## config.mk

```make
export PLATFORM = sky130hd
export DESIGN_NAME = mdio_cmd_master
export DESIGN_NICKNAME = d
export VERILOG_FILES = /design/src/rtl/mdio_cmd_pkg.sv /design/src/rtl/mdc_divider.sv /design/src/rtl/mdio_frame_shifter.sv /design/src/rtl/mdio_cmd_reg.sv /design/src/rtl/mdio_cmd_master.sv
export SDC_FILE = /design/constraint.sdc
export NUM_CORES = 1
export LEC_CHECK = 0
export BUFFER_PORTS_ARGS = -buffer_cell sky130_fd_sc_hd__buf_2
export CAP_MARGIN = 10
export CORE_MARGIN = 2
export CORE_UTILIZATION = 55
export DETAILED_ROUTE_END_ITERATION = 8
export MAX_ROUTING_LAYER = met4
export PLACE_DENSITY = 0.79
export SYNTH_ARGS = -nofsm -noshare
export SYNTH_HDL_FRONTEND = slang
export SYNTH_SLANG_ARGS = --single-unit
export TNS_END_PERCENT = 30
```

## constraint.sdc

```tcl
create_clock -name clk -period 5.2 [get_ports clk]
set_input_delay 0.26 -clock clk [delete_from_list [all_inputs] [get_ports clk]]
set_output_delay 0.26 -clock clk [all_outputs]
set_load 0.01 [all_outputs]
```

## src/rtl/mdio_cmd_pkg.sv

```systemverilog
package mdio_cmd_pkg;
   localparam int unsigned REG_W    = 32;
   localparam int unsigned ADDR_W   = 5;
   localparam int unsigned DATA_W   = 16;
   localparam int unsigned BUSY_BIT = 31;
   localparam int unsigned EN_BIT   = 30;
   localparam int unsigned RD_BIT   = 27;
   localparam int unsigned PHY_LSB  = 21;
   localparam int unsigned REG_LSB  = 16;
   // start, opcode, two addresses, turnaround, data
   localparam int unsigned BODY_W   = 2 + 2 + 2*ADDR_W + 2 + DATA_W;

   typedef struct packed {
      logic              rd;
      logic [ADDR_W-1:0] phy;
      logic [ADDR_W-1:0] regad;
      logic [DATA_W-1:0] data;
   } mdio_cmd_t;
endpackage

```

## src/rtl/mdc_divider.sv

```systemverilog
module mdc_divider #(
   parameter int unsigned CLK_HALF = 4
) (
   input  logic clk,
   input  logic rst_n,
   input  logic run,
   output logic mdc,
   output logic rise_tick,
   output logic fall_tick
);
   localparam int unsigned CW = (CLK_HALF > 1) ? $clog2(CLK_HALF) : 1;

   logic term;

   if (CLK_HALF < 1) begin : g_bad_half
      $error("mdc_divider: CLK_HALF must be at least 1");
   end

   if (CLK_HALF == 1) begin : g_no_count
      assign term = run;
   end else begin : g_count
      localparam logic [CW-1:0] LAST = CW'(CLK_HALF - 1);
      logic [CW-1:0] cnt;
      always_ff @(posedge clk or negedge rst_n) begin
         if (!rst_n)          cnt <= '0;
         else if (!run)       cnt <= '0;
         else if (cnt == LAST) cnt <= '0;
         else                 cnt <= cnt + 1'b1;
      end
      assign term = run && (cnt == LAST);
   end

   always_ff @(posedge clk or negedge rst_n) begin
      if (!rst_n)     mdc <= 1'b0;
      else if (!run)  mdc <= 1'b0;
      else if (term)  mdc <= ~mdc;
   end

   assign rise_tick = term && !mdc;
   assign fall_tick = term &&  mdc;
endmodule

```

## src/rtl/mdio_frame_shifter.sv

```systemverilog
module mdio_frame_shifter import mdio_cmd_pkg::*; #(
   parameter int unsigned PRE_LEN = 32
) (
   input  logic              clk,
   input  logic              rst_n,
   input  logic              start,
   input  mdio_cmd_t         cmd,
   input  logic              rise_tick,
   input  logic              fall_tick,
   input  logic              mdio_in,
   output logic              active,
   output logic              done,
   output logic              mdio_out,
   output logic              mdio_oe,
   output logic [DATA_W-1:0] rx_data
);
   localparam int unsigned TOTAL = PRE_LEN + BODY_W;
   localparam int unsigned IDX_W = $clog2(TOTAL);
   localparam logic [IDX_W-1:0] LAST_IDX = IDX_W'(TOTAL - 1);
   localparam logic [IDX_W-1:0] PRE_IDX  = IDX_W'(PRE_LEN);
   localparam logic [IDX_W-1:0] TA_IDX   = IDX_W'(PRE_LEN + 4 + 2*ADDR_W);
   localparam logic [IDX_W-1:0] DAT_IDX  = IDX_W'(PRE_LEN + 6 + 2*ADDR_W);

   if (PRE_LEN < 1) begin : g_bad_pre
      $error("mdio_frame_shifter: PRE_LEN must be at least 1");
   end

   logic [IDX_W-1:0]  idx;
   logic [BODY_W-1:0] sh;
   logic              rd_q;
   logic [DATA_W-1:0] rx_sh;
   logic [BODY_W-1:0] body;
   logic              in_pre;

   always_comb begin
      body = {2'b01, (cmd.rd ? 2'b10 : 2'b01), cmd.phy, cmd.regad,
              (cmd.rd ? 2'b11 : 2'b10), (cmd.rd ? {DATA_W{1'b0}} : cmd.data)};
   end

   assign in_pre   = (idx < PRE_IDX);
   assign mdio_out = in_pre | sh[BODY_W-1];
   assign mdio_oe  = active && !(rd_q && (idx >= TA_IDX));
   assign done     = active && fall_tick && (idx == LAST_IDX);
   assign rx_data  = rx_sh;

   always_ff @(posedge clk or negedge rst_n) begin
      if (!rst_n) begin
         active <= 1'b0;
         idx    <= '0;
         sh     <= '0;
         rd_q   <= 1'b0;
         rx_sh  <= '0;
      end else if (start && !active) begin
         active <= 1'b1;
         idx    <= '0;
         sh     <= body;
         rd_q   <= cmd.rd;
         rx_sh  <= '0;
      end else if (active) begin
         if (rise_tick && rd_q && (idx >= DAT_IDX))
            rx_sh <= {rx_sh[DATA_W-2:0], mdio_in};
         if (fall_tick) begin
            if (idx == LAST_IDX) begin
               active <= 1'b0;
               idx    <= '0;
               sh     <= '0;
            end else begin
               idx <= idx + 1'b1;
               if (!in_pre) sh <= {sh[BODY_W-2:0], 1'b0};
            end
         end
      end
   end

   // MDIO moves only after a falling MDC edge inside a frame
   assert_out_on_fall_R2: assert property (@(posedge clk) disable iff (!rst_n)
      (active && $past(active) && !$stable(mdio_out)) |-> $past(fall_tick));

   // no read sample while the block itself drives the line
   assert_sample_released_R3: assert property (@(posedge clk) disable iff (!rst_n)
      (active && rd_q && rise_tick && (idx >= DAT_IDX)) |-> !mdio_oe);
endmodule

```

## src/rtl/mdio_cmd_reg.sv

```systemverilog
module mdio_cmd_reg import mdio_cmd_pkg::*; (
   input  logic              clk,
   input  logic              rst_n,
   input  logic              wr_en,
   input  logic [REG_W-1:0]  wr_data,
   input  logic              done,
   input  logic [DATA_W-1:0] rx_data,
   output logic [REG_W-1:0]  rd_data,
   output logic              start,
   output mdio_cmd_t         new_cmd,
   output logic              busy
);
   mdio_cmd_t cmd_q;
   logic      en_q;
   logic      busy_q;
   logic      accept;

   always_comb begin
      new_cmd.rd    = wr_data[RD_BIT];
      new_cmd.phy   = wr_data[PHY_LSB +: ADDR_W];
      new_cmd.regad = wr_data[REG_LSB +: ADDR_W];
      new_cmd.data  = wr_data[DATA_W-1:0];
   end

   assign accept = wr_en && !busy_q;
   assign start  = accept && wr_data[BUSY_BIT] && wr_data[EN_BIT];
   assign busy   = busy_q;

   always_ff @(posedge clk or negedge rst_n) begin
      if (!rst_n) begin
         cmd_q  <= '0;
         en_q   <= 1'b0;
         busy_q <= 1'b0;
      end else if (accept) begin
         cmd_q  <= new_cmd;
         en_q   <= wr_data[EN_BIT];
         busy_q <= start;
      end else if (done && busy_q) begin
         busy_q <= 1'b0;
         if (cmd_q.rd) cmd_q.data <= rx_data;
      end
   end

   always_comb begin
      rd_data                       = '0;
      rd_data[BUSY_BIT]             = busy_q;
      rd_data[EN_BIT]               = en_q;
      rd_data[RD_BIT]               = cmd_q.rd;
      rd_data[PHY_LSB +: ADDR_W]    = cmd_q.phy;
      rd_data[REG_LSB +: ADDR_W]    = cmd_q.regad;
      rd_data[DATA_W-1:0]           = cmd_q.data;
   end

   assert_start_needs_enable_R5: assert property (@(posedge clk) disable iff (!rst_n)
      $rose(busy_q) |-> en_q);

   assert_busy_write_ignored_R6: assert property (@(posedge clk) disable iff (!rst_n)
      (busy_q && wr_en && !done) |=> (busy_q && $stable(cmd_q)));

   assert_busy_clears_on_done_R4: assert property (@(posedge clk) disable iff (!rst_n)
      $fell(busy_q) |-> $past(done));
endmodule

```

## src/rtl/mdio_cmd_master.sv

```systemverilog
module mdio_cmd_master import mdio_cmd_pkg::*; #(
   parameter int unsigned CLK_HALF = 4,
   parameter int unsigned PRE_LEN  = 32
) (
   input  logic        clk,
   input  logic        rst_n,
   input  logic        wr_en,
   input  logic [31:0] wr_data,
   output logic [31:0] rd_data,
   output logic        mdc,
   output logic        mdio_out,
   output logic        mdio_oe,
   input  logic        mdio_in
);
   logic              start;
   logic              busy;
   logic              active;
   logic              done;
   logic              rise_tick;
   logic              fall_tick;
   logic [DATA_W-1:0] rx_data;
   mdio_cmd_t         new_cmd;

   mdio_cmd_reg u_reg (
      .clk     (clk),
      .rst_n   (rst_n),
      .wr_en   (wr_en),
      .wr_data (wr_data),
      .done    (done),
      .rx_data (rx_data),
      .rd_data (rd_data),
      .start   (start),
      .new_cmd (new_cmd),
      .busy    (busy)
   );

   mdc_divider #(.CLK_HALF(CLK_HALF)) u_div (
      .clk       (clk),
      .rst_n     (rst_n),
      .run       (active),
      .mdc       (mdc),
      .rise_tick (rise_tick),
      .fall_tick (fall_tick)
   );

   mdio_frame_shifter #(.PRE_LEN(PRE_LEN)) u_shift (
      .clk       (clk),
      .rst_n     (rst_n),
      .start     (start),
      .cmd       (new_cmd),
      .rise_tick (rise_tick),
      .fall_tick (fall_tick),
      .mdio_in   (mdio_in),
      .active    (active),
      .done      (done),
      .mdio_out  (mdio_out),
      .mdio_oe   (mdio_oe),
      .rx_data   (rx_data)
   );

   assert_mdc_idle_low_R7: assert property (@(posedge clk) disable iff (!rst_n)
      !busy |-> !mdc);

   assert_bus_released_idle_R7: assert property (@(posedge clk) disable iff (!rst_n)
      mdio_oe |-> busy);
endmodule

```

==> results.md, run 1 <==
## Clock tree
* **clock tree from TritonCTS** built
* **total number of clock tree sinks** 88
* **buffer type at the clock tree root** sky130_fd_sc_hd__clkbuf_8
* **buffers inserted during post-CTS setup optimization** 0
* **buffer levels on the longest clock path** 2
* **cts repair resizes** 0
* **CTS H-Tree Depth** 3
* **clock slew at the register clock pins of the worst setup and hold paths** 0.08 ns
* **hold buffers post-CTS** 0
* **cts bufs inserted** 9
* **clock latency of the later-clocked register in the worst-skew pair** 0.35 ns

## Detailed routing
* **total vias in the final route** 2696
* **Post-DRT Antenna Nets** 0
* **Initial DRC Count** 131
* **sum of routed wire length over all layers** 7590 µm
* **length of the first detailed-routing pass in iterations** 4
* **detail-routed via count per cell** 5.95
* **routed wire length per instance** 16.8 µm
* **# DRC** 0

## Die
* **num ports** 71
* **total core area** 6760 µm²
* **Die X** 87.3 µm
* **Die Footprint** 7620 µm²
* **Die Y-Extent** 87.3 µm
* **number of placement rows** 30
* **Initial Utilization** 56.5%

## Flow run
* **reported max-cap violation count** 0

## Critical path
* **list of cells traversed by the critical path** nand4_1, a21oi_2, a221oi_1, nor2_1
* **worst setup path start** u_shift.idx[5]
* **startpoint of the most critical register-to-register path** u_shift.idx[5]
* **arrival time at the worst endpoint** 2.84 ns
* **slowest stage cell on the critical path** sky130_fd_sc_hd__a21oi_2
* **number of buffers and inverters on the critical path** 0
* **dominant delay contributor by cell family on the critical path** compound AO/OA/AOI/OAI gates
* **endpoint of the most critical setup path** u_shift.sh[26]
* **data required time of the critical path** 5.47 ns
* **maximum fanout along the worst path** 16
* **delay of the slowest cell on the worst path** 0.79 ns
* **FF-to-FF path depth** 4
* **worst reg2reg path endpoint** u_shift.sh[26]
* **crit start category** register
* **flop2flop setup slack** 2.62 ns
* **type of the worst setup path** register to register
* **Worst setup EP type** register
* **number of cells on the critical path** 4

## Synthesis
* **Post-Synthesis Cell Area** 3820 µm²
* **Cells after Synth** 316
* **synth unique cells** 43
* **flip-flop cell with the highest count after synthesis** sky130_fd_sc_hd__dfrtp_1
* **sequential element share of the synthesized area** 57.7%
* **number of register bits inferred by synthesis** 88
* **number of enable-type register cells in the synthesized netlist** 0
* **mean instance size in the synthesized netlist** 12.1 µm²
* **count of synthesis-stage warnings from yosys** 0
* **proportion of register bits with asynchronous set or reset after synthesis** 100%

## Global route
* **total track usage** 22.0%
* **total gr overflow** 0
* **largest net degree at the start of global routing** 89
* **number of antenna violations at the first check in global routing** 0
* **number of global-route vias before repair** 2629
* **wire length of the first global-routing pass** 12600 µm

## Cells and area
* **fin nets** 408
* **footprint of the multi-input gates** 1470 µm²
* **fraction of layout cells with a size suffix above 1** 27.3%
* **n_diodes** 0
* **count of filler cells inserted in the layout** 558
* **footprint of the flip-flops and latches** 2200 µm²
* **area grow syn2layout** 12.6%
* **core occupancy in the finished layout** 63.6%

## Timing
* **fraction of the cycle the final worst path needs** 49.6%
* **Final Hold Viols** 0
* **actual slew at the worst max-slew pin** 1.07 ns
* **Clock Skew** 0.00817 ns
* **post-route minimum period** 2.58 ns
* **max frequency** 0.388 GHz
* **summed negative setup slack over all endpoints** 0 ns
* **Finish-stage setup viols** 0
* **number of max-slew violations in the final report** 0
* **Slew HR** 28.8%
* **unrepaired setup endpoints after global routing** false

## Power
* **Peak supply drop** 0.226 mV
* **Power per Cell Area** 500 nW/µm²
* **Pleak** 1.95 nW
* **overall power** 2.15 mW

## Placement
* **gpl congestion** 0.778
* **count of input and output buffers** 64
* **Detailed Place HPWL** 5080 µm

## Status
* **result of the run** finished clean

## Hold path
* **type of the tightest min-delay check** input pin to asynchronous set/reset pin

cells in the final DEF, fill, tap and decap left out, drive strengths merged, types with 2 or more instances in the layout:
cell type and instances:
nand3 2, clkbuf 12, a221o 4, and2 5, a22o 18, conb 3
nor3 3, and3 2, o21a 18, dfrtp 88, a21oi 20, nand2 6
buf 66, xor2 3, nand2b 4, a21o 2, nand4 3, a22oi 15
mux2 12, a221oi 11, ha 3, o22a 16, nor2 41
through the flow:
stage | hold WS (ns) | instance area (µm²) | setup slack, ns | cells
detailed placement | 0.439 | 4110 | 2.71 | 438
floorplan | -0.0356 | 3820 | 3.57 | 318
global route | 0.116 | 4300 | 2.35 | 453
global placement | 0.420 | 4110 | 2.71 | 438
CTS | 0.117 | 4300 | 2.64 | 453
finish | 0.113 | 4300 | 2.62 | 453
power breakdown:
part           leakage (nW)  switching [mW]  internal, mW  total (mW)
clock network        0.0925           0.225         0.232       0.458
registers              1.06           0.168         0.932        1.10
logic                 0.803           0.275         0.314       0.590
kinds of logic (layout without fill, tap and decap cells):
family	count (synthesis)	after routing	share of synthesized area, %
buffers and inverters	27	82	4.23
muxes	12	12	3.54
DFF	88	88	57.7
and+or+nand+nor	72	72	10.1
other	1	3	0.0982
xor gates and xnor gates	3	3	0.688
AOI/OAI and AO/OA	110	110	22.6
adders and majority gates	3	3	0.983
registers in the layout (all words and copies together) (netlist names):
register / cells
u_shift.rd_q: 1
u_shift.sh: 32
u_div.g_count.cnt: 2
u_shift.rx_data: 16
u_reg.busy: 1
u_shift.idx: 6
u_reg.en_q: 1
u_reg.rd_data: 27
u_div.mdc: 1
u_shift.active: 1
worst min path at each step:
| stage | start | end | slack (ns) | cells past startpoint |
|---|---|---|---|---|
| 3_5_place_dp | u_div.g_count.cnt[0] | u_div.g_count.cnt[0] | 0.44 | 1 |
| 4_1_cts | mdio_in | u_shift.rx_data[0] | 0.12 | 2 |
| 2_1_floorplan | rst_n | u_div.g_count.cnt[0] | -0.04 | 0 |
| 6_report | rst_n | u_shift.idx[1] | 0.11 | 1 |
| 3_3_place_gp | u_div.g_count.cnt[0] | u_div.g_count.cnt[0] | 0.42 | 1 |
| 5_1_grt | mdio_in | u_shift.rx_data[0] | 0.12 | 2 |
layout make-up:
type                    count  area share (%)
flip-flops and latches     88            51.3
multi-input cells         203            34.1
repair buffers             66            7.86
clock buffers              12            3.38
well taps                  80            2.33
clock inverters             3           0.990
inverters                   1          0.0874
routing by layer:
metal	vias up	track usage [%]	wire length, µm
met5	-	-	0
met4	0	5.87	57
met1	1336	30.4	3420
li1	1270	-	-
met3	4	5.78	440
met2	86	32.7	3680
Yosys cell counts (2+ instances only):
cell                       instances  area [µm²]
sky130_fd_sc_hd__dfrtp_1          88        2200
sky130_fd_sc_hd__a21o_1            2        15.0
sky130_fd_sc_hd__nand3_1           2        10.0
sky130_fd_sc_hd__mux2_2           12         135
sky130_fd_sc_hd__ha_1              3        37.5
sky130_fd_sc_hd__clkbuf_1          4        15.0
sky130_fd_sc_hd__a21oi_1          19        95.1
sky130_fd_sc_hd__buf_4             8        60.1
sky130_fd_sc_hd__buf_2            12        60.1
sky130_fd_sc_hd__and2_1            5        31.3
sky130_fd_sc_hd__nand2b_1          4        25.0
sky130_fd_sc_hd__a22oi_1          15         113
sky130_fd_sc_hd__and3_1            2        12.5
sky130_fd_sc_hd__a22o_1           18         158
sky130_fd_sc_hd__buf_6             2        22.5
sky130_fd_sc_hd__xor2_1            3        26.3
sky130_fd_sc_hd__nor3_1            2        10.0
sky130_fd_sc_hd__a221oi_1         11        96.3
sky130_fd_sc_hd__nand2_1           4        15.0
sky130_fd_sc_hd__nand2_2           2        12.5
sky130_fd_sc_hd__o22a_1           16         140
sky130_fd_sc_hd__nor2_1           40         150
sky130_fd_sc_hd__a221o_1           4        40.0
sky130_fd_sc_hd__nand4_1           2        12.5
sky130_fd_sc_hd__o21a_1           18         135
Note: power is estimated with default switching activity, not from simulation.
==> inputs of run 2 (changes only) <==
clock period = 2.4 ns   (was 5.2 ns; I/O delays follow)
==> run 2 against run 1 <==
Net effect: non-clock buffer count grew 18; global-route usage grew 1.0 points; sequential share of layout area fell by 2.2 points; via count rose by 3.6%; critical endpoint is now u_reg.rd_data[9]; highest routed layer unchanged.
==> results.md, run 2 (synthesized netlist as in run 1, its figures left out) <==
## Status
* **result of the run** finished clean

## Cells and area
* **fin nets** 426
* **core occupancy in the finished layout** 66.4%
* **n_diodes** 0
* **most common cell after layout, fill and taps aside** sky130_fd_sc_hd__dfrtp_1
* **Most flops, register** u_shift.sh
* **fraction of layout cells with a size suffix above 1** 28.6%
* **most frequent cells in the layout** sky130_fd_sc_hd__dfrtp_1 (88), sky130_fd_sc_hd__buf_2 (63), sky130_fd_sc_hd__nor2_1 (40)
* **flip-flop count of the largest register, all copies and words added** 32
* **area grow syn2layout** 17.6%

## Power
* **Peak supply drop** 0.570 mV
* **overall power** 4.73 mW
* **Pleak** 2.04 nW
* **Power per Cell Area** 1050 nW/µm²

## Detailed routing
* **length of the first detailed-routing pass in iterations** 4
* **Initial DRC Count** 142
* **# DRC** 0
* **sum of routed wire length over all layers** 7810 µm
* **total vias in the final route** 2792
* **Post-DRT Antenna Nets** 0
* **detail-routed via count per cell** 5.92
* **routed wire length per instance** 16.5 µm

## Global route
* **number of global-route vias before repair** 2782
* **met2 track utilization from global routing** 34.2%
* **largest net degree at the start of global routing** 39
* **number of antenna violations at the first check in global routing** 0
* **total gr overflow** 0
* **Most Crowded Layer GR** met2
* **met1 Usage GRT** 30.9%
* **wire length of the first global-routing pass** 13100 µm
* **Global Route met3 Usage** 5.78%
* **total track usage** 23.1%

## Placement
* **Detailed Place HPWL** 5240 µm
* **gpl congestion** 0.801
* **count of input and output buffers** 64

## Flow run
* **reported max-cap violation count** 0

## Timing
* **number of max-slew violations in the final report** 0
* **max frequency** 0.508 GHz
* **Final Hold Viols** 0
* **summed negative setup slack over all endpoints** 0 ns
* **Finish-stage setup viols** 0
* **Slew HR** 29.3%
* **post-route minimum period** 1.97 ns
* **fraction of the cycle the final worst path needs** 82.0%
* **Clock Skew** 0.0110 ns
* **Hold Worst Slack** 0.0140 ns
* **unrepaired setup endpoints after global routing** false
* **actual slew at the worst max-slew pin** 1.06 ns

## Die
* **Initial Utilization** 56.5%
* **number of placement rows** 30
* **total core area** 6760 µm²
* **Die Footprint** 7620 µm²
* **Die Y-Extent** 87.3 µm
* **Die X** 87.3 µm
* **num ports** 71

## Critical path
* **data required time of the critical path** 2.70 ns
* **maximum fanout along the worst path** 17
* **crit start category** register
* **endpoint of the most critical setup path** u_reg.rd_data[9]
* **type of the worst setup path** register to register
* **FF-to-FF path depth** 5
* **worst reg2reg path endpoint** u_reg.rd_data[9]
* **startpoint of the most critical register-to-register path** u_shift.idx[1]
* **flop2flop setup slack** 0.43 ns
* **arrival time at the worst endpoint** 2.27 ns
* **Worst setup EP type** register
* **worst setup path start** u_shift.idx[1]

## Hold path
* **type of the tightest min-delay check** input pin to register

## Clock tree
* **clock tree from TritonCTS** built
* **cts bufs inserted** 9
* **clock latency of the later-clocked register in the worst-skew pair** 0.36 ns
* **CTS H-Tree Depth** 3
* **clock slew at the register clock pins of the worst setup and hold paths** 0.09 ns
* **buffer levels on the longest clock path** 2
* **cts repair resizes** 0
* **hold buffers post-CTS** 11
* **buffers inserted during post-CTS setup optimization** 0
* **total number of clock tree sinks** 88
* **buffer type at the clock tree root** sky130_fd_sc_hd__clkbuf_8

## run 2: where the power goes
part	internal [mW]	total (mW)	leakage, nW	switching, mW
clock network	0.513	1.05	0.0989	0.539
logic	0.704	1.30	0.888	0.598
registers	2.02	2.38	1.06	0.360
## run 2: cell type report
class / count / area, µm²
clock buffer: 10 / 138
sequential: 88 / 2200
multi-input combinational: 203 / 1470
clock inverter: 6 / 67.6
fill: 526 / 2270
tap: 80 / 100
inverter: 1 / 3.75
timing repair buffer: 84 / 513
## run 2: how the worst min path moves through the flow
| stage | from | slack (ns) | to | depth (start not counted) |
|---|---|---|---|---|
| 2_1_floorplan | rst_n | -0.18 | u_div.g_count.cnt[0] | 0 |
| 6_report | wr_data[16] | 0.01 | u_shift.sh[18] | 3 |
| 4_1_cts | wr_data[16] | 0.003 | u_reg.rd_data[16] | 2 |
| 3_3_place_gp | rst_n | 0.12 | u_shift.idx[2] | 1 |
| 3_5_place_dp | rst_n | 0.12 | u_shift.idx[2] | 1 |
| 5_1_grt | wr_data[16] | 0.004 | u_reg.rd_data[16] | 2 |
## run 2: layer usage
metal	share of wire, %	wire length (µm)
met1	43	3360
met2	49	3860
met3	5.5	432
met4	2.0	157
met5	0	0
## run 2: per-stage QoR
stage | std cells | worst slack, ns | instance area, µm²
2_1_floorplan | 318 | 0.771 | 3820
3_3_place_gp | 445 | 0.468 | 4170
3_5_place_dp | 445 | 0.435 | 4170
4_1_cts | 472 | 0.399 | 4490
5_1_grt | 472 | 0.232 | 4490
6_report | 472 | 0.431 | 4490
## run 2: critical path: stages (launching register included)
cell and delay, ns:
sky130_fd_sc_hd__dfrtp_1 0.41, sky130_fd_sc_hd__ha_1 0.20, sky130_fd_sc_hd__and4_1 0.41, sky130_fd_sc_hd__nand4_4 0.32
sky130_fd_sc_hd__nand2_2 0.40, sky130_fd_sc_hd__o21a_1 0.16
